<file path="src/rtl/loc_tick_pkg.sv">
package loc_tick_pkg;

  // Register offsets inside the block window
  localparam logic [7:0] OFS_TICK = 8'h00;
  localparam logic [7:0] OFS_ICNT = 8'h08;
  localparam logic [7:0] OFS_CTRL = 8'h20;
  localparam logic [7:0] OFS_STAT = 8'h30;
  localparam logic [7:0] OFS_IEN  = 8'h34;
  localparam logic [7:0] OFS_WACK = 8'h40;

  // Bit positions in the write-acknowledge word
  localparam int WACK_TICK = 0;
  localparam int WACK_ICNT = 1;
  localparam int WACK_CTRL = 3;
  localparam int WACK_W    = 4;

  // Update-request bit of an interrupt-count write
  localparam int ICNT_UPD = 31;

  typedef struct packed {
    logic rpt;   // bit 2: repeat mode
    logic irun;  // bit 1: interrupt-counter run
    logic run;   // bit 0: timer run
  } ctrl_t;

endpackage

</file>
<file path="src/rtl/loc_tick_rst_sync.sv">
module loc_tick_rst_sync #(
  parameter int STAGES = 2
) (
  input  logic clk,
  input  logic arst_n,
  output logic rst_n_sync
);

  logic [STAGES-1:0] sh_q;
  logic [STAGES-1:0] sh_d;

  // Shift ones in after release; assertion of reset clears the chain at once
  always_comb begin
    sh_d = {sh_q[STAGES-2:0], 1'b1};
  end

  always_ff @(posedge clk or negedge arst_n) begin
    if (!arst_n) sh_q <= '0;
    else         sh_q <= sh_d;
  end

  assign rst_n_sync = sh_q[STAGES-1];

endmodule

</file>
<file path="src/rtl/loc_tick_presc.sv">
module loc_tick_presc #(
  parameter int PRE_W = 8
) (
  input  logic             clk,
  input  logic             rst_n,
  input  logic             run,
  input  logic             load,
  input  logic [PRE_W-1:0] reload,
  output logic             tick
);

  localparam logic [PRE_W-1:0] ONE = {{(PRE_W-1){1'b0}}, 1'b1};

  logic [PRE_W-1:0] cnt_q;
  logic [PRE_W-1:0] cnt_d;
  logic             cnt_en;

  // A tick is emitted on the cycle the counter sits at zero, then it reloads
  always_comb begin
    tick   = run && !load && (cnt_q == '0);
    cnt_en = load || run;
    cnt_d  = cnt_q;
    if (load)                cnt_d = reload;
    else if (cnt_q == '0)    cnt_d = reload;
    else                     cnt_d = cnt_q - ONE;
  end

  always_ff @(posedge clk or negedge rst_n) begin
    if (!rst_n)      cnt_q <= '0;
    else if (cnt_en) cnt_q <= cnt_d;
  end

  // a stopped prescaler holds its count
  p_presc_hold_r10 : assert property (@(posedge clk) disable iff (!rst_n)
    (!run && !load) |=> $stable(cnt_q));

  // after a tick the count restarts from the buffer
  p_presc_wrap_r6 : assert property (@(posedge clk) disable iff (!rst_n)
    tick |=> (cnt_q == $past(reload)));

endmodule

</file>
<file path="src/rtl/loc_tick_icnt.sv">
module loc_tick_icnt #(
  parameter int CNT_W = 31
) (
  input  logic             clk,
  input  logic             rst_n,
  input  logic             tick,
  input  logic             active,
  input  logic             load,
  input  logic [CNT_W-1:0] reload,
  output logic             expire
);

  localparam logic [CNT_W-1:0] ONE = {{(CNT_W-1){1'b0}}, 1'b1};

  logic [CNT_W-1:0] cnt_q;
  logic [CNT_W-1:0] cnt_d;
  logic             step;
  logic             last;

  // The tick that finds the count at 1 (or 0) is the expiring one
  always_comb begin
    step   = tick && active && !load;
    last   = (cnt_q <= ONE);
    expire = step && last;
    cnt_d  = cnt_q;
    if (load)      cnt_d = reload;
    else if (step) cnt_d = last ? reload : (cnt_q - ONE);
  end

  always_ff @(posedge clk or negedge rst_n) begin
    if (!rst_n)             cnt_q <= '0;
    else if (load || step)  cnt_q <= cnt_d;
  end

  // every tick that does not expire takes exactly one off the count
  p_icnt_step_r6 : assert property (@(posedge clk) disable iff (!rst_n)
    (step && !last) |=> (cnt_q == $past(cnt_q) - ONE));

  // without a tick the count holds
  p_icnt_hold_r10 : assert property (@(posedge clk) disable iff (!rst_n)
    (!tick && !load) |=> $stable(cnt_q));

endmodule

</file>
<file path="src/rtl/loc_tick_regs.sv">
module loc_tick_regs
  import loc_tick_pkg::*;
#(
  parameter int PRE_W = 8,
  parameter int CNT_W = 31
) (
  input  logic             clk,
  input  logic             rst_n,
  input  logic             sel,
  input  logic             wr,
  input  logic [7:0]       addr,
  input  logic [31:0]      wdata,
  input  logic             expire,
  output logic [31:0]      rdata,
  output logic [PRE_W-1:0] tick_buf,
  output logic [CNT_W-1:0] icnt_buf,
  output ctrl_t            ctrl,
  output logic             start_load,
  output logic             icnt_load,
  output logic             irq
);

  logic             wr_tick, wr_icnt, wr_ctrl, wr_stat, wr_ien, wr_wack;
  logic [PRE_W-1:0] tick_q, tick_d;
  logic [CNT_W-1:0] icnt_q, icnt_d;
  ctrl_t            ctrl_q, ctrl_d;
  logic             stat_q, stat_d;
  logic             ien_q, ien_d;
  logic [WACK_W-1:0] wack_q, wack_d, wack_set;

  always_comb begin
    wr_tick = sel && wr && (addr == OFS_TICK);
    wr_icnt = sel && wr && (addr == OFS_ICNT);
    wr_ctrl = sel && wr && (addr == OFS_CTRL);
    wr_stat = sel && wr && (addr == OFS_STAT);
    wr_ien  = sel && wr && (addr == OFS_IEN);
    wr_wack = sel && wr && (addr == OFS_WACK);
  end

  // Counter reload requests come from run bits rising on a control write
  always_comb begin
    start_load = wr_ctrl && wdata[0] && !ctrl_q.run;
    icnt_load  = start_load || (wr_ctrl && wdata[1] && !ctrl_q.irun);
  end

  // Next-state for the configuration and status registers
  always_comb begin
    tick_d = wr_tick ? wdata[PRE_W-1:0] : tick_q;
    icnt_d = (wr_icnt && wdata[ICNT_UPD]) ? wdata[CNT_W-1:0] : icnt_q;
    ien_d  = wr_ien ? wdata[0] : ien_q;

    ctrl_d = ctrl_q;
    if (wr_ctrl)                      ctrl_d = ctrl_t'(wdata[2:0]);
    else if (expire && !ctrl_q.rpt)   ctrl_d.irun = 1'b0;

    if (expire)                       stat_d = 1'b1;
    else if (wr_stat && wdata[0])     stat_d = 1'b0;
    else                              stat_d = stat_q;
  end

  // Write-acknowledge flags: set by a write to the owning register, W1C
  always_comb begin
    wack_set            = '0;
    wack_set[WACK_TICK] = wr_tick;
    wack_set[WACK_ICNT] = wr_icnt;
    wack_set[WACK_CTRL] = wr_ctrl;
  end

  for (genvar i = 0; i < WACK_W; i++) begin : g_wack
    always_comb begin
      wack_d[i] = wack_set[i] || (wack_q[i] && !(wr_wack && wdata[i]));
    end
  end

  always_ff @(posedge clk or negedge rst_n) begin
    if (!rst_n) begin
      tick_q <= '0;
      icnt_q <= '0;
      ctrl_q <= '0;
      stat_q <= 1'b0;
      ien_q  <= 1'b0;
      wack_q <= '0;
    end else begin
      tick_q <= tick_d;
      icnt_q <= icnt_d;
      ctrl_q <= ctrl_d;
      stat_q <= stat_d;
      ien_q  <= ien_d;
      wack_q <= wack_d;
    end
  end

  // Read mux, zero-extended, unmapped offsets return zero
  always_comb begin
    rdata = '0;
    case (addr)
      OFS_TICK: rdata[PRE_W-1:0]  = tick_q;
      OFS_ICNT: rdata[CNT_W-1:0]  = icnt_q;
      OFS_CTRL: rdata[2:0]        = ctrl_q;
      OFS_STAT: rdata[0]          = stat_q;
      OFS_IEN:  rdata[0]          = ien_q;
      OFS_WACK: rdata[WACK_W-1:0] = wack_q;
      default:  rdata             = '0;
    endcase
  end

  assign tick_buf = tick_q;
  assign icnt_buf = icnt_q;
  assign ctrl     = ctrl_q;
  assign irq      = stat_q && ien_q;

  // a tick-buffer write is acknowledged on the next cycle
  p_wack_tick_r2 : assert property (@(posedge clk) disable iff (!rst_n)
    wr_tick |=> wack_q[WACK_TICK]);

  // an interrupt-count write without the update bit leaves the buffer
  p_icnt_noupd_r3 : assert property (@(posedge clk) disable iff (!rst_n)
    (wr_icnt && !wdata[ICNT_UPD]) |=> $stable(icnt_q));

  // a clear with no competing expiry drops the status bit
  p_stat_clear_r8 : assert property (@(posedge clk) disable iff (!rst_n)
    (wr_stat && wdata[0] && !expire) |=> !stat_q);

  // a one-shot expiry drops the interrupt-counter run bit
  p_oneshot_stop_r6 : assert property (@(posedge clk) disable iff (!rst_n)
    (expire && !ctrl_q.rpt && !wr_ctrl) |=> !ctrl_q.irun);

endmodule

</file>
<file path="src/rtl/loc_tick_timer.sv">
module loc_tick_timer
  import loc_tick_pkg::*;
#(
  parameter int PRE_W  = 8,
  parameter int CNT_W  = 31,
  parameter int SYNC_N = 2
) (
  input  logic        clk,
  input  logic        rst_n,
  input  logic        bus_sel,
  input  logic        bus_wr,
  input  logic [7:0]  bus_addr,
  input  logic [31:0] bus_wdata,
  output logic [31:0] bus_rdata,
  output logic        irq
);

  logic             rst_n_s;
  logic [PRE_W-1:0] tick_buf;
  logic [CNT_W-1:0] icnt_buf;
  ctrl_t            ctrl;
  logic             start_load;
  logic             icnt_load;
  logic             tick;
  logic             expire;

  loc_tick_rst_sync #(.STAGES(SYNC_N)) u_rst (
    .clk        (clk),
    .arst_n     (rst_n),
    .rst_n_sync (rst_n_s)
  );

  loc_tick_regs #(.PRE_W(PRE_W), .CNT_W(CNT_W)) u_regs (
    .clk        (clk),
    .rst_n      (rst_n_s),
    .sel        (bus_sel),
    .wr         (bus_wr),
    .addr       (bus_addr),
    .wdata      (bus_wdata),
    .expire     (expire),
    .rdata      (bus_rdata),
    .tick_buf   (tick_buf),
    .icnt_buf   (icnt_buf),
    .ctrl       (ctrl),
    .start_load (start_load),
    .icnt_load  (icnt_load),
    .irq        (irq)
  );

  loc_tick_presc #(.PRE_W(PRE_W)) u_presc (
    .clk    (clk),
    .rst_n  (rst_n_s),
    .run    (ctrl.run),
    .load   (start_load),
    .reload (tick_buf),
    .tick   (tick)
  );

  loc_tick_icnt #(.CNT_W(CNT_W)) u_icnt (
    .clk    (clk),
    .rst_n  (rst_n_s),
    .tick   (tick),
    .active (ctrl.irun),
    .load   (icnt_load),
    .reload (icnt_buf),
    .expire (expire)
  );

  // with the timer stopped the prescaler produces no tick
  p_no_tick_stopped_r10 : assert property (@(posedge clk) disable iff (!rst_n_s)
    !ctrl.run |-> !tick);

  // expiry only happens while the interrupt counter is running
  p_expire_needs_irun_r6 : assert property (@(posedge clk) disable iff (!rst_n_s)
    expire |-> ctrl.irun);

endmodule

</file>
<file path="config.mk">
export PLATFORM = sky130hd
export DESIGN_NAME = loc_tick_timer
export DESIGN_NICKNAME = d
export VERILOG_FILES = /design/src/rtl/loc_tick_pkg.sv /design/src/rtl/loc_tick_rst_sync.sv /design/src/rtl/loc_tick_presc.sv /design/src/rtl/loc_tick_icnt.sv /design/src/rtl/loc_tick_regs.sv /design/src/rtl/loc_tick_timer.sv
export SDC_FILE = /design/constraint.sdc
export NUM_CORES = 1
export LEC_CHECK = 0
export ABC_AREA = 1
export BUFFER_PORTS_ARGS = -buffer_cell sky130_fd_sc_hd__buf_4
export CORE_UTILIZATION = 45
export CTS_CLUSTER_DIAMETER = 40
export DETAILED_ROUTE_END_ITERATION = 12
export PLACE_DENSITY_LB_ADDON = 0.2
export SYNTH_ARGS = -nofsm -noshare
export SYNTH_HDL_FRONTEND = slang
export SYNTH_SLANG_ARGS = --single-unit
</file>
<file path="constraint.sdc">
create_clock -name clk -period 2.5 [get_ports clk]
set_clock_uncertainty 0.05 [all_clocks]
set_input_delay 0.25 -clock clk [delete_from_list [all_inputs] [get_ports clk]]
set_output_delay 0.25 -clock clk [all_outputs]
set_load 0.05 [all_outputs]
</file>
==> metrics, run 1 <==
die height 111 microns; Worst VDD drop 0.435 mV; Synth cell types 32; Post-synth EDFFs 0; xor/xnor share of the synthesized area 3.10%; ANT nets after route 0; layout cell share with drive strength beyond 1 14.8%; Non-Filler Instances 1001; Post-Syn Instances 784; portion of netlist area occupied by mux cells 0%; DP Cell Count 983; Final setup viols 0; Synth Flop Type dfrtp_1; Buffers on Ports 75; Pins Over Slew Limit 0; final hold viol count 0; Final Util 54.9%; initial antenna violation count 0; dpl hpwl 10.0 mm; CTS Buffer Depth 2; HP Class input port to flop; final net count 901; unrepaired setup endpoints after global routing false; HP Start bus_wdata[1]; Reg2Reg Setup Slack 0.17 ns; post-DR vias/cell 5.03; RR Startpoint u_presc.cnt_q[0]; Reg2Reg Capture Point u_icnt.cnt_q[7]; leak pwr 0.00360 uW; I/O pins 77; drt drc 3; CP Data Arrival Time 2.52 ns; Compound-Gate Fraction of Synth Area 8.10%; core footprint 11500 sq um; Yosys warning total 0; antenna cells 0; Die Width 111 microns; internal power 2870 uW; Vias 5040; Tmin final 2.33 ns; vias in the first global route 4759; Logic pwr share 37.4%; first-pass GRT wire length 23.0 mm; fmax 429 MHz; Routed WL per cell 13.6 microns; cell depth of the worst min-delay path 3; initial DRC count 445; cells on worst reg2reg path 8; register area share after synthesis 41.5%; type of the worst setup path flop to flop; status finished with violations; pin count of the biggest net entering global routing 53; failing checks design-rule violations; Avg Cell Area, Syn 6.85 sq um; P per Cell Area 744 nW/um^2; Post-synth ARST share 100%; setup TNS 0 ns; post-synthesis adder-cell area fraction 0.932%; crit start category flop; part of the power in registers 34.8%; Seq cells post-synth 89; FILL cells 1101; final WL 13.6 mm; Tcrit/Tclk final 93.3%; crit path max fanout 31; largest family of logic cells by synthesized area simple AND/OR/NAND/NOR gates; max-cap viol count 0; Pre-Repair DR Iteration Count 11; Post-Syn Nets 832; Crit. End Element flop; Switching Fraction 39.0%; growth of design area from synthesis to finish 17.7%; clock sink count 89; gr usage total 23.2%; Root Buffer clkbuf_16; TritonCTS clock tree yes; total grt overflow 0; die area 12400 sq um; worst hold endpoint u_regs.ctrl[1]; H-tree levels 3; Worst-Skew Late Latency 0.35 ns; Post-Synth Simple-Gate Area 35.6%; final RePlAce weighted congestion 0.976; clock transition at the registers of the reported paths 0.06 ns; Rows 39; area of the mapped netlist 5370 sq um; measured slew at the worst slew-check pin 0.747 ns; initial core utilization 46.7%; Switching Power 1840 uW; slew margin rel. 50.2%; cts bufs inserted 9; Clock Power Share 27.8%; CP required 2.69 ns
[layout make-up]
class,instances,area [sq um],area share [%]
repair buffers,81,636,10.1
clock buffers,12,256,4.06
multi-input cells,562,2580,40.8
inverters,110,414,6.55
flip-flops and latches,89,2230,35.3
well taps,143,179,2.83
clock inverters,4,26.3,0.416
[flip-flops by register name, summed over array words and instances, names as in the netlist]
name and flops:
u_presc.cnt_q 8, u_regs.wack_q 4, u_regs.stat_q 1, u_regs.ctrl 3
u_icnt.cnt_q 31, u_regs.icnt_buf 31, u_rst.sh_q 2, u_regs.tick_buf 8
u_regs.ien_q 1
[per-layer routing]
| layer | share of wire, % | vias to the layer above | track usage (%) |
|---|---|---|---|
| li1 | - | 2552 | - |
| met1 | 50 | 2344 | 34.4 |
| met2 | 44 | 134 | 34.9 |
| met3 | 5.0 | 10 | 4.26 |
| met4 | 0.90 | 0 | 5.41 |
| met5 | 0 | - | 0 |
[stage by stage]
step / total power (uW) / hold WS (ns) / setup WS, ns / cell area [sq um]
finish: 4700 / 0.0936 / 0.168 / 6320
global route: 5070 / 0.0935 / 0.0164 / 6320
CTS: 4710 / 0.0898 / 0.147 / 6320
detailed placement: 3400 / -0.0157 / 0.0833 / 6020
global placement: 3380 / -0.0168 / 0.209 / 6020
floorplan: 3110 / -0.0956 / 0.207 / 5370
[how the worst max path moves through the flow]
| stage | start | to |
|---|---|---|
| 6_report | u_presc.cnt_q[0] | u_icnt.cnt_q[7] |
| 5_1_grt | u_presc.cnt_q[0] | u_icnt.cnt_q[7] |
| 4_1_cts | u_presc.cnt_q[0] | u_icnt.cnt_q[7] |
| 3_5_place_dp | bus_addr[5] | u_icnt.cnt_q[7] |
| 3_3_place_gp | bus_addr[5] | u_icnt.cnt_q[11] |
| 2_1_floorplan | bus_addr[7] | bus_rdata[4] |
[critical path, cell delays in order, from the launching register on]
cell and delay (ns):
dfrtp_1 0.32, inv_1 0.10, ha_1 0.21, nand4_1 0.18
nor3_2 0.13, nor2_4 0.40, clkinv_2 0.51, nand3_1 0.24
nand2_1 0.07
[cell usage in the layout (no fill, tap or decap), types with 5 or more instances in the layout]
cell,synthesis,final
nor2_1,124,124
o22ai_1,5,5
nor2_2,6,7
o21ai_0,40,40
nand2_1,242,241
xnor2_1,9,9
dfrtp_1,89,88
clkbuf_16,0,9
nand2_2,8,9
nand3_1,51,51
inv_1,105,105
a21oi_1,25,25
nand4_1,8,8
buf_4,4,78
xor2_1,10,10
nor2_4,7,7
[synth_stat cells, types with 4 or more instances]
cell / count / area share, %
dfrtp_1: 89 / 41
buf_6: 6 / 1.3
buf_4: 4 / 0.56
inv_2: 5 / 0.35
nand2_2: 8 / 0.93
xnor2_1: 9 / 1.5
nand4_1: 8 / 0.93
clkbuf_1: 6 / 0.42
nor2_2: 6 / 0.70
a21oi_1: 25 / 2.3
xor2_1: 10 / 1.6
nand2_1: 242 / 17
nand3_1: 51 / 4.8
ha_1: 4 / 0.93
inv_1: 105 / 7.3
nor2_4: 7 / 1.5
o22ai_1: 5 / 0.58
o21ai_0: 40 / 3.7
nor3_1: 4 / 0.37
buf_2: 8 / 0.75
nor2_1: 124 / 8.7
[what timing repair did]
| action | 4_1_cts | 5_1_grt |
|---|---|---|
| endpoints found under the setup margin | 0 | 30 |
| gates resized for setup | 0 | 1 |
| buffers inserted | 0 | 0 |
| hold buffers | 1 | 0 |
| hold endpoints to repair | 2 | 0 |
[cell families after synthesis]
family / Yosys count
buffers and inverters: 134
and+or+nand+nor: 455
AOI/OAI and AO/OA: 81
DFF: 89
other: 2
xor gates and xnor gates: 19
adders and majority gates: 4
[power by group through the flow]
| stage | Sequential (uW) | Combinational, uW | Clock (uW) |
|---|---|---|---|
| after floorplan | 1650 | 1460 | 0 |
| after global placement | 1660 | 1720 | 0 |
| after detailed placement | 1660 | 1730 | 0 |
| after CTS | 1630 | 1750 | 1330 |
| after global routing | 1650 | 2020 | 1400 |
| final | 1630 | 1760 | 1310 |
No activity file was read; power rests on OpenSTA's default activity.
==> inputs of run 2 (changes only) <==
--- a/config.mk
+++ b/config.mk
@@ -10,6 +10,7 @@
 export CORE_UTILIZATION = 45
 export CTS_CLUSTER_DIAMETER = 40
 export DETAILED_ROUTE_END_ITERATION = 12
+export HOLD_SLACK_MARGIN = 0.1
 export PLACE_DENSITY_LB_ADDON = 0.2
 export SYNTH_ARGS = -nofsm -noshare
 export SYNTH_HDL_FRONTEND = slang
==> run 2 against run 1 <==
Net effect:
- the run still ends with design-rule violations left
- non-clock buffer count grew 13
- global-route usage grew 0.39 points
- total power grew 0.30%
- sequential share of layout area shrank 0.71 points
- highest routed layer unchanged
- critical endpoint is now u_icnt.cnt_q[15]
- clock-buffer cell count is the same
- core utilization grew 1.1 points
- register-to-register slack is essentially flat
- combinational power is essentially flat
- worst setup slack gained 0.0077 ns
- flip-flop and latch count is the same
- worst hold slack gained 0.0054 ns
==> metrics, run 2 (synthesis gave the netlist of run 1 again) <==
Switching Power 1840 uW (about the same); drt drc 3 (unchanged); Final Util 56.0% (+1.1 points); Pins Over Slew Limit 0 (unchanged); final WL 13.8 mm (+1.4%); cts bufs inserted 9 (unchanged); die area 12400 sq um (unchanged); unrepaired setup endpoints after global routing false; Root Buffer clkbuf_16; FF+latch area 2230 sq um (unchanged); final net count 914 (+1.4%); type of the worst setup path flop to flop; Worst VDD drop 0.440 mV (+1.0%); core footprint 11500 sq um (unchanged); total grt overflow 0 (unchanged); area post-placement 6020 sq um (unchanged); Pre-Repair DR Iteration Count 9 (-2); first-pass GRT wire length 23.3 mm (+1.4%); ANT nets after route 0 (unchanged); Worst-Skew Late Latency 0.35 ns (about the same); TritonCTS clock tree yes; final RePlAce weighted congestion 0.976 (unchanged); post-DR vias/cell 5.00 (-0.62%); dpl hpwl 10.0 mm (unchanged); Tcrit/Tclk final 93.0% (-0.31 points); Reg2Reg Setup Slack 0.18 ns (about the same); CTS Buffer Depth 2 (unchanged); Tot Pwr 4720 uW (+0.30%); growth of design area from synthesis to finish 20.1%; Crit. End Element flop; Logic pwr share 37.6% (+0.2 points); Buffers on Ports 75 (unchanged); Routed WL per cell 13.6 microns (+0.11%); vias in the first global route 4822 (+1.3%); clock transition at the registers of the reported paths 0.06 ns (about the same); Tmin final 2.32 ns (-0.00772 ns); failing checks design-rule violations; initial core utilization 46.7% (unchanged); H-tree levels 3 (unchanged); slew margin rel. 51.5% (+1.3 points); crit path max fanout 31 (unchanged); Vias 5074 (+0.67%); Switching Fraction 38.9% (-0.097 points); Final setup viols 0 (unchanged); setup TNS 0 ns (unchanged); HP Class input port to flop; Rows 39 (unchanged); part of the power in registers 34.7% (about the same); die height 111 microns (unchanged); layout cell share with drive strength beyond 1 14.6% (-0.22 points); Final Cell Area 6450 sq um (+2.1%); Die Width 111 microns (unchanged); clock sink count 89 (unchanged); CP Data Arrival Time 2.51 ns (about the same); area taken by multi-input logic gates 2580 sq um (unchanged); measured slew at the worst slew-check pin 0.727 ns (-0.0198 ns); pin count of the biggest net entering global routing 53 (unchanged); initial antenna violation count 0 (unchanged); gr usage total 23.6% (+0.39 points); CP required 2.69 ns (about the same); P per Cell Area 731 nW/um^2 (-1.7%); I/O pins 77 (unchanged); commonest non-fill, non-tap cell in the layout nand2_1; FILL cells 1085 (-1.5%); Clock Power Share 27.7% (about the same); post-CTS setup buffers 0 (unchanged); leak pwr 0.00366 uW (+1.5%); status finished with violations; initial DRC count 375 (-16%); fmax 430 MHz (+0.33%); final hold viol count 0 (unchanged); antenna cells 0 (unchanged); highest-count cells in the layout ignoring fill and taps nand2_1, nor2_1, inv_1; crit start category flop; internal power 2880 uW (+0.46%); max-cap viol count 0 (unchanged)
## run 2: path summary, 6_finish.rpt
kind | from | depth (start not counted) | end
max | u_presc.cnt_q[0] | 8 | u_icnt.cnt_q[15]
min | bus_wdata[8] | 3 | u_regs.icnt_buf[8]
max reg2reg | u_presc.cnt_q[0] | 8 | u_icnt.cnt_q[15]
min reg2reg | u_rst.sh_q[1] | 0 | u_regs.icnt_buf[30]
max in group asynchronous | u_rst.sh_q[1] | 1 | u_presc.cnt_q[2]
min in group asynchronous | rst_n | 2 | u_rst.sh_q[1]
## run 2: worst max-delay path: stages (launching register included)
cell and delay [ns]:
dfrtp_1 0.32, inv_1 0.10, ha_1 0.21, nand4_1 0.19
nor3_2 0.12, nor2_4 0.40, clkinv_2 0.50, nand3_1 0.24
nand2_1 0.07
## run 2: stage by stage
step,hold WS (ns),cells,worst slack [ns]
2_1_floorplan,-0.0956,784,0.207
3_3_place_gp,-0.0168,983,0.209
3_5_place_dp,-0.0157,983,0.0833
4_1_cts,0.100,1013,0.147
5_1_grt,0.117,1014,0.0119
6_report,0.0990,1014,0.175
## run 2: metal layers
| metal | global-route usage, % | up-vias | wire length (microns) |
|---|---|---|---|
| li1 | - | 2573 | - |
| met1 | 34.7 | 2372 | 6860 |
| met2 | 35.9 | 120 | 6130 |
| met3 | 4.26 | 9 | 666 |
| met4 | 5.41 | 0 | 123 |
| met5 | 0 | - | 0 |
## run 2: repair_timing
| action | 4_1_cts | 5_1_grt |
|---|---|---|
| endpoints found under the hold margin | 15 | 0 |
| hold buffers | 14 | 0 |
| endpoints found under the setup margin | 0 | 30 |
| resized for setup | 0 | 1 |
## run 2: power groups by stage
stage	clock [uW]	sequential (uW)	combinational (uW)
after global placement	0	1660	1720
after floorplan	0	1650	1460
after detailed placement	0	1660	1730
after CTS	1330	1630	1770
final	1310	1630	1770
after global routing	1400	1650	2040
## run 2: cell type report
class,count,share of cell area (%)
Timing Repair Buffer,94,11.9
Clock inverter,4,0.407
Tap cell,143,2.77
Sequential cell,89,34.6
Clock buffer,12,3.97
Multi-Input combinational cell,562,40.0
Inverter,110,6.42
==> inputs of run 3 (changes only) <==
--- a/config.mk
+++ b/config.mk
@@ -8,6 +8,7 @@
 export ABC_AREA = 1
 export BUFFER_PORTS_ARGS = -buffer_cell sky130_fd_sc_hd__buf_4
 export CORE_UTILIZATION = 45
+export CTS_BUF_LIST = sky130_fd_sc_hd__clkbuf_8
 export CTS_CLUSTER_DIAMETER = 40
 export DETAILED_ROUTE_END_ITERATION = 12
 export HOLD_SLACK_MARGIN = 0.1
==> run 3 against run 2 <==
Net effect:
- the flow still finishes with violations (design-rule violations)
- critical path type unchanged
- combinational power about the same
- critical endpoint unchanged
- core utilization up 0.26 points
- clock power down 27%
- largest cell class unchanged
==> metrics, run 3 (synthesis gave the netlist of run 1 again) <==
Pre-Repair DR Iteration Count 9 (unchanged); Reg2Reg Capture Point u_icnt.cnt_q[15]; P per Cell Area 678 nW/um^2 (-7.3%); final net count 927 (+1.4%); Cell Chain, Critical Path inv_1 > nand2_1 > nor2_2 > nand4_1 > nor3_2 > nor2_4 > inv_4 > nand3_1 > nand2_1; Worst VDD drop 0.392 mV (-11%); antenna cells 0 (unchanged); post-DR vias/cell 5.06 (+1.0%); measured slew at the worst slew-check pin 0.774 ns (+0.0473 ns); CP required 2.77 ns (+0.08 ns); crit start category flop; H-tree levels 3 (unchanged); commonest non-fill, non-tap cell in the layout nand2_1; cell depth of the worst min-delay path 3 (unchanged); core footprint 11500 sq um (unchanged); final hold viol count 0 (unchanged); I/O pins 77 (unchanged); Worst-Skew Late Latency 0.38 ns (+0.03 ns); Root Buffer clkbuf_8; final RePlAce weighted congestion 0.976 (unchanged); initial DRC count 479 (+28%); Vias 5193 (+2.3%); drt drc 3 (unchanged); Die Width 111 microns (unchanged); pre-CTS WS 0.0833 ns (unchanged); Buffers on Ports 75 (unchanged); ANT nets after route 0 (unchanged); clock sink count 89 (unchanged); cells on worst reg2reg path 9 (+1); initial core utilization 46.7% (unchanged); layout cell share with drive strength beyond 1 14.4% (-0.21 points); Routed WL per cell 13.7 microns (+1.1%); type of the worst setup path flop to flop; die height 111 microns (unchanged); Worst path max stage delay 0.40 ns (-0.10 ns); Rows 39 (unchanged); vias in the first global route 4900 (+1.6%); growth of design area from synthesis to finish 20.7%; clock transition at the registers of the reported paths 0.09 ns (+0.03 ns); fmax 455 MHz (+5.9%); die area 12400 sq um (unchanged); slew margin rel. 48.3% (-3.2 points); RR Startpoint u_presc.cnt_q[2]; max-cap viol count 0 (unchanged); post-CTS setup buffers 0 (unchanged); DP Cell Count 983 (unchanged); CP Data Arrival Time 2.46 ns (-0.05 ns); TritonCTS clock tree yes; Pins Over Slew Limit 0 (unchanged); cts bufs inserted 9 (unchanged); most frequent cell on the critical path nand2_1; Final setup viols 0 (unchanged); first-pass GRT wire length 23.6 mm (+1.4%); HP Class input port to flop; total grt overflow 0 (unchanged); pin count of the biggest net entering global routing 53 (unchanged); highest-count cells in the layout ignoring fill and taps nand2_1, nor2_1, inv_1; failing checks design-rule violations; Tmin final 2.20 ns (-0.129 ns); status finished with violations; Non-Filler Instances 1027 (+1.3%); worst setup path startpoint u_presc.cnt_q[2]; final setup margin 0.304 ns (+0.129 ns); Tcrit/Tclk final 87.8% (-5.2 points); initial antenna violation count 0 (unchanged); crit path max fanout 31 (unchanged); Reg2Reg Setup Slack 0.30 ns (+0.13 ns); dpl hpwl 10.0 mm (unchanged); Critical-path top delay cell dfrtp_1; critical path capture point u_icnt.cnt_q[15]; Crit. End Element flop; unrepaired setup endpoints after global routing false; leak pwr 0.00367 uW (+0.34%); final WL 14.1 mm (+2.4%); CTS Buffer Depth 2 (unchanged); setup TNS 0 ns (unchanged); gr usage total 23.9% (+0.33 points)
[run 3: changes by cell type in the layout (fill, tap and decap cells not counted)]
cell / change
clkbuf_1: -1
clkinv_2: -1
dlygate4sd3_1: +13
clkbuf_8: +9
inv_4: +1
inv_1: +1
clkbuf_16: -9
[run 3: critical path, delay by kind of cell (launching register included)]
kind          cells  cell delay, ns
buf+inv           2            0.44
flops             1            0.40
simple gates      7            1.22
[run 3: timing repair]
item	CTS	global route
resized for setup	0	2
endpoints found under the hold margin	29	0
hold buffers	27	0
endpoints found under the setup margin	0	31
[run 3: how the worst min path moves through the flow]
stage	start	endpoint	slack [ns]
after floorplan	rst_n	u_rst.sh_q[0]	-0.1
after global placement	rst_n	u_rst.sh_q[0]	-0.02
after detailed placement	rst_n	u_rst.sh_q[0]	-0.02
after CTS	bus_wdata[5]	u_regs.icnt_buf[5]	0.10
after global routing	bus_wdata[4]	u_regs.icnt_buf[4]	0.11
final	bus_wdata[4]	u_regs.tick_buf[4]	0.11
[run 3: power by group]
group / total [uW] / leakage (uW) / internal [uW] / switching (uW)
Combinational: 1800 / 0.00248 / 614 / 1190
Sequential: 1630 / 0.00109 / 1550 / 83.8
Clock: 958 / 0.0000969 / 413 / 545
[run 3: area by class of cell]
type	instances	area (sq um)
clock buffer	11	151
clock inverter	5	30.0
fill	1096	5030
inverter	110	415
multi-input combinational	562	2580
sequential	89	2230
tap	143	179
timing repair buffer	107	896
[run 3: through the flow]
step                power (uW)  cell area, sq um  util, %  hold slack, ns
finish                    4390              6480     56.3           0.106
global route              4740              6480     56.3           0.114
CTS                       4380              6470     56.2           0.101
detailed placement        3400              6020     52.3         -0.0157
global placement          3380              6020     52.3         -0.0168
floorplan                 3110              5370        -         -0.0956
[run 3: layer usage]
layer / GRT usage, % / part of all wire (%) / vias to the layer above
li1: - / - / 2604
met1: 34.8 / 49 / 2437
met2: 36.8 / 45 / 139
met3: 3.66 / 4.8 / 13
met4: 6.94 / 1.1 / 0
met5: 0 / 0 / -
